<file path="src/rtl/irq_prio_pkg.sv">
package irq_prio_pkg;
    localparam int VEC_W  = 8;
    localparam int NUM_VEC = 1 << VEC_W;
    localparam int CLS_LO = 4;

    typedef logic [VEC_W-1:0] vec_t;

    function automatic logic [VEC_W-CLS_LO-1:0] prio_cls(vec_t v);
        return v[VEC_W-1:CLS_LO];
    endfunction
endpackage

</file>
<file path="src/rtl/irq_msb_find.sv">
module irq_msb_find #(
    parameter int W = 32,
    localparam int IDX_W = $clog2(W)
) (
    input  logic [W-1:0]     bits,
    output logic             any,
    output logic [IDX_W-1:0] idx
);
    always_comb begin
        any = 1'b0;
        idx = '0;
        for (int i = 0; i < W; i++) begin
            if (bits[i]) begin
                any = 1'b1;
                idx = IDX_W'(i);
            end
        end
    end
endmodule

</file>
<file path="src/rtl/irq_word_scan.sv">
module irq_word_scan #(
    parameter int WORD_W    = 32,
    parameter int NUM_WORDS = 8,
    parameter int VEC_W     = 8,
    localparam int IDX_W    = $clog2(WORD_W)
) (
    input  logic [NUM_WORDS*WORD_W-1:0] bits,
    output logic                        found,
    output logic [VEC_W-1:0]            vec
);
    logic               any_a [NUM_WORDS-1:1];
    logic [IDX_W-1:0]   idx_a [NUM_WORDS-1:1];
    logic               unused_w0;

    assign unused_w0 = ^bits[WORD_W-1:0];

    for (genvar g = 1; g < NUM_WORDS; g++) begin : g_word
        irq_msb_find #(.W(WORD_W)) u_msb (
            .bits (bits[g*WORD_W +: WORD_W]),
            .any  (any_a[g]),
            .idx  (idx_a[g])
        );
    end

    // The highest nonzero word wins; word 0 is never searched.
    always_comb begin
        found = 1'b0;
        vec   = '0;
        for (int w = 1; w < NUM_WORDS; w++) begin
            if (any_a[w]) begin
                found = 1'b1;
                vec   = VEC_W'(w * WORD_W + int'(idx_a[w]));
            end
        end
    end
endmodule

</file>
<file path="src/rtl/irq_prio_ctrl.sv">
module irq_prio_ctrl
    import irq_prio_pkg::*;
#(
    parameter int WORD_W      = 32,
    parameter int STACK_DEPTH = 16,
    localparam int NUM_WORDS  = NUM_VEC / WORD_W,
    localparam int SEL_W      = $clog2(NUM_WORDS)
) (
    input  logic              clk,
    input  logic              rst_n,
    input  logic              req_valid,
    input  logic [7:0]        req_vec,
    input  logic              accept,
    input  logic [7:0]        accept_vec,
    input  logic              eoi,
    input  logic              tpr_we,
    input  logic [31:0]       tpr_wdata,
    output logic              pend_valid,
    output logic [7:0]        pend_vec,
    output logic [7:0]        ppr,
    input  logic [SEL_W-1:0]  irr_sel,
    output logic [WORD_W-1:0] irr_word,
    input  logic [SEL_W-1:0]  isr_sel,
    output logic [WORD_W-1:0] isr_word,
    output logic              ovf_err
);
    localparam int SP_W = $clog2(STACK_DEPTH + 1);

    typedef struct packed {
        logic [NUM_VEC-1:0]                irr;
        logic [NUM_VEC-1:0]                isr;
        logic [VEC_W-1:0]                  tpr;
        logic [STACK_DEPTH-1:0][VEC_W-1:0] stk;
        logic [SP_W-1:0]                   sp;
        logic                              ovf;
    } state_t;

    state_t st_d, st_q;

    logic       irr_found, isr_found;
    vec_t       irr_top, isr_top;
    vec_t       stk_top;
    logic       full;
    logic       unused_hi;

    assign unused_hi = ^tpr_wdata[31:8];

    irq_word_scan #(.WORD_W(WORD_W), .NUM_WORDS(NUM_WORDS), .VEC_W(VEC_W)) u_irr_scan (
        .bits  (st_q.irr),
        .found (irr_found),
        .vec   (irr_top)
    );

    irq_word_scan #(.WORD_W(WORD_W), .NUM_WORDS(NUM_WORDS), .VEC_W(VEC_W)) u_isr_scan (
        .bits  (st_q.isr),
        .found (isr_found),
        .vec   (isr_top)
    );

    // Stack top, with an empty stack reading as vector 0.
    always_comb begin
        stk_top = '0;
        for (int i = 0; i < STACK_DEPTH; i++) begin
            if (i + 1 == int'(st_q.sp)) stk_top = st_q.stk[i];
        end
    end

    assign full = (int'(st_q.sp) == STACK_DEPTH);
    assign ppr  = (prio_cls(st_q.tpr) >= prio_cls(stk_top)) ?
                  st_q.tpr : {stk_top[VEC_W-1:CLS_LO], {CLS_LO{1'b0}}};

    assign pend_valid = irr_found && (prio_cls(irr_top) > prio_cls(ppr));
    assign pend_vec   = pend_valid ? irr_top : '0;

    assign irr_word = st_q.irr[irr_sel*WORD_W +: WORD_W];
    assign isr_word = st_q.isr[isr_sel*WORD_W +: WORD_W];
    assign ovf_err  = st_q.ovf;

    always_comb begin
        st_d = st_q;
        if (accept && full) begin
            st_d.ovf = 1'b1;
        end else if (accept) begin
            st_d.irr[accept_vec] = 1'b0;
            st_d.isr[accept_vec] = 1'b1;
            for (int i = 0; i < STACK_DEPTH; i++) begin
                if (i == int'(st_q.sp)) st_d.stk[i] = accept_vec;
            end
            st_d.sp = st_q.sp + 1'b1;
        end else if (eoi && isr_found) begin
            st_d.isr[isr_top] = 1'b0;
            if (st_q.sp != '0) st_d.sp = st_q.sp - 1'b1;
        end
        if (req_valid) st_d.irr[req_vec] = 1'b1;
        if (tpr_we)    st_d.tpr = tpr_wdata[7:0];
    end

    always_ff @(posedge clk or negedge rst_n) begin
        if (!rst_n) st_q <= '0;
        else        st_q <= st_d;
    end
endmodule

</file>
<file path="config.mk">
export PLATFORM = sky130hd
export DESIGN_NAME = irq_prio_ctrl
export DESIGN_NICKNAME = d
export VERILOG_FILES = /design/src/rtl/irq_prio_pkg.sv /design/src/rtl/irq_msb_find.sv /design/src/rtl/irq_word_scan.sv /design/src/rtl/irq_prio_ctrl.sv
export SDC_FILE = /design/constraint.sdc
export NUM_CORES = 2
export LEC_CHECK = 0
export BUFFER_PORTS_ARGS = -buffer_cell sky130_fd_sc_hd__buf_2
export CORE_AREA = 4 4 240 242
export CTS_BUF_LIST = sky130_fd_sc_hd__clkbuf_8
export DETAILED_ROUTE_END_ITERATION = 12
export DIE_AREA = 0 0 244 246
export GPL_TIMING_DRIVEN = 1
export PLACE_DENSITY_LB_ADDON = 0.08
export SYNTH_ARGS = -nofsm -noshare
export SYNTH_HDL_FRONTEND = slang
export SYNTH_SLANG_ARGS = --single-unit
</file>
<file path="constraint.sdc">
create_clock -name clk -period 6.33 [get_ports clk]
set_clock_uncertainty 0.2 [all_clocks]
set_input_delay 0.633 -clock clk [delete_from_list [all_inputs] [get_ports clk]]
set_output_delay 0.633 -clock clk [all_outputs]
set_load 0.03 [all_outputs]
</file>
==> run_results.csv <==
group,metric,value,unit
logic_synthesis,synth_xor_xnor_area_share,0.00133,
logic_synthesis,yosys_register_bits,590,
logic_synthesis,synth_ff_type,"dfrtp_1",
pwr,ir_worst_vdd,0.671,mV
placed_design,globalplace.congestion,1.06,
floorplan,rows,86,
pwr,p_total,15.7,mW
cts,clockBufferDepth,3,
logic_synthesis,syn_area,33000,sq um
cts,numCtsBuffers,98,
drt,via_count,32800,
setup_path,critPathLaunchType,"flip-flop",
pwr,clock_power_share,0.230,
floorplan,die_y,246,um
placed_design,placed_area,34500,sq um
logic_synthesis,synth_simple_gate_area_frac,0.150,
setup_path,end_kind,"output pin",
drt,viasPerCell,7.56,
drt,drtAntennaViolNets,0,
floorplan,io_pins,142,
setup_path,worstSetupPathType,"reg2out",
logic_synthesis,synth_compound_area_frac,0.225,
pwr,p_per_area,424,nW/um^2
sta,tns,-0.225,ns
layout,nNetsFinal,3584,
logic_synthesis,ys_top_cells_by_area,"dfrtp_1 (45%), mux4_2 (8.9%), a21oi_1 (7.7%)",
flow_run,drv_cap,0,
floorplan,core_area,55100,sq um
logic_synthesis,synth_largest_area_cell,"dfrtp_1",
layout,layout-drive-gt1-share,0.205,
cts,cts_sinks,590,
logic_synthesis,synth_seq_area_share,0.447,
pwr,power_frac_seq,0.321,
global_routing,grt_max_degree,182,
drt,totalWireLength,145000,um
pwr,internal_power,8.46,mW
drt,drt_first_pass_iters,8,
sta,fin_ws,-0.0736,ns
layout,n_fill_cell,4191,
sta,maxSlewHeadroom,0.0194,
floorplan,start_util,0.599,
drt,wl_per_cell,33.4,um
layout,syn_to_final_growth,12.1,%
placed_design,dp_hpwl,101000,um
logic_synthesis,muxShareOfSynthArea,0.138,
drt,wl_met1,54200,um
drt,drc,0,
sta,finalCritPeriodShare,1.01,
cts,path_clk_slew,0.07,ns
logic_synthesis,synth_area_per_cell,9.72,sq um
logic_synthesis,synth_edf_count,0,
setup_path,cp_data_required_time,5.50,ns
placed_design,io_buffers,117,
logic_synthesis,syn_nets,3468,
sta,drv_slew,0,
logic_synthesis,synth_top_family_by_area,"compound AO/OA/AOI/OAI gates",
setup_path,cp_max_fo,8,
global_routing,grt_pass1_vias,31300,
global_routing,grtUsageTotal,0.470,
layout,final_util,0.672,
global_routing,antenna_found_initial,17,
logic_synthesis,ys_async_sr_fraction,1.00,
cts,clockRootBuffer,"clkbuf_8",
drt,drtIter0Drc,5925,
hold_path,hold_path.class,"in2reg",
layout,final_area,37000,sq um
floorplan,die_w,244,um
global_routing,grt-ovfl-total,0,
pwr,p_sw,7.26,mW
drt,highest_layer,"met5",
run_status,status,"finished with violations",
logic_synthesis,ys_types,84,
cts,htreeDepth,3,
run_status,failed_checks,"setup timing",
sta,setup_viol,5,
setup_path,cp_data_arrival_time,5.57,ns
floorplan,die-area,60000,sq um
pwr,leakage,16.0,nW
sta,min_period,6.40,ns
sta,fmax,156,MHz
global_routing,grt_pass1_wl,208000,um
logic_synthesis,synthCells,3396,
logic_synthesis,synth_top_area_share,0.447,
drt,route.met3.wl,24300,um
pwr,pwr-share-comb,0.449,
logic_synthesis,synth_warnings,0,
sta,worst_pin_slew,1.47,ns
layout,layout.cells.most_common_list,"dfrtp_1 (586), a21oi_1 (507), o21ai_0 (331), nor2_1 (269), nand2_1 (245)",
logic_synthesis,synthAdderAreaFrac,0.00477,
cts,cts_tree,"done",
pwr,p_sw_frac,0.462,
cts,clock_latency,0.77,ns
layout,layout_commonest_cell,"dfrtp_1",
drt,dr_wl_met2,57400,um
sta,hold_violations,0,
repair_timing:
action,4_1_cts,5_1_grt
hold endpoints to repair,73,0
hold buffers,11,0
setup endpoints to repair,8,9
cloned,0,1
buffers inserted,4,11
gates resized for setup,14,28
pin swaps,0,9
per-layer routing:
layer | GRT usage | vias up
met1 | 0.647 | 15900
met4 | 0.209 | 22
met5 | 0.00572 | -
met2 | 0.635 | 3104
li1 | - | 13100
met3 | 0.222 | 700
registers in the layout, summed over array words and instances (netlist names):
signal / count
st_q: 589
ovf_err: 1
cells by family after synthesis:
logic type | count (synthesis)
buffers and inverters | 282
XOR/XNOR | 5
AO/OA/AOI/OAI | 1228
flip-flops | 590
adder cells (fa/ha/maj) | 12
AND/OR/NAND/NOR | 1004
multiplexers | 275
worst paths after layout:
check | from | end | slack (ns) | depth (start not counted)
setup / recovery | st_q[497] | pend_vec[2] | -0.07 | 14
hold / removal | tpr_we | st_q[137] | 0.07 | 2
setup reg to reg | st_q[377] | st_q[191] | 1.07 | 10
hold reg to reg | st_q[152] | st_q[152] | 0.26 | 1
max in group asynchronous | rst_n | st_q[51] | 4.19 | 3
min in group asynchronous | rst_n | st_q[620] | 0.26 | 2
worst max-delay path, cell delays in order, from the launching register on:
cell      delay, ns
dfrtp_1        0.44
nor4_1         0.81
nand4_1        0.36
inv_1          0.17
nand2b_1       0.21
nor3_1         0.63
o21ai_0        0.51
ha_4           0.44
o21ai_1        0.07
nand2b_1       0.09
a21oi_1        0.07
a41o_2         0.30
a31o_4         0.27
a221oi_2       0.21
buf_4          0.21
Yosys cell counts, types with 8 or more instances:
cell type,number
buf_1,20
nand2_1,245
o21bai_1,13
a221oi_1,9
mux2_2,140
nor2_1,287
and3_1,9
o21ai_0,332
dfrtp_1,590
nor2b_1,30
o31a_1,10
nor3_1,88
nand4_1,22
o31ai_1,33
a2111oi_0,8
a211oi_1,25
nand3_1,46
clkbuf_1,144
ha_1,11
inv_1,93
or2_2,17
a31oi_1,10
nand2b_1,57
o211ai_1,9
a22o_1,129
a21o_1,29
a21oi_1,510
o311ai_0,9
nor4_1,118
a21oi_2,15
buf_2,21
a22oi_1,23
mux4_2,131
or4_1,33
power groups by stage:
stage               Combinational [mW]  Sequential, mW  Clock (mW)
floorplan                         4.01            4.75           0
global placement                  6.17            5.00           0
detailed placement                6.27            5.03           0
CTS                               6.40            4.97        3.60
global route                      7.23            5.08        3.77
finish                            7.05            5.05        3.61
cell type report:
class / count / area (sq um) / area share
clock buffers: 125 / 1720 / 0.0465
repair buffers: 205 / 1420 / 0.0384
multi-input cells: 2524 / 17500 / 0.472
inverters: 93 / 349 / 0.00943
flip-flops and latches: 590 / 14800 / 0.399
diodes: 4 / 10.0 / 0.000270
well taps: 748 / 936 / 0.0253
clock inverters: 48 / 338 / 0.00913
through the flow:
step                      hold WS (ns)  setup WS [ns]  instances
after floorplan                  0.137         -0.158       3396
after global placement           0.235          0.514       4133
after detailed placement         0.240          0.423       4133
after CTS                       0.0373         0.0121       4321
after global routing            0.0530         -0.278       4335
final                           0.0690        -0.0736       4337
No activity file was read; power rests on OpenSTA's default activity.
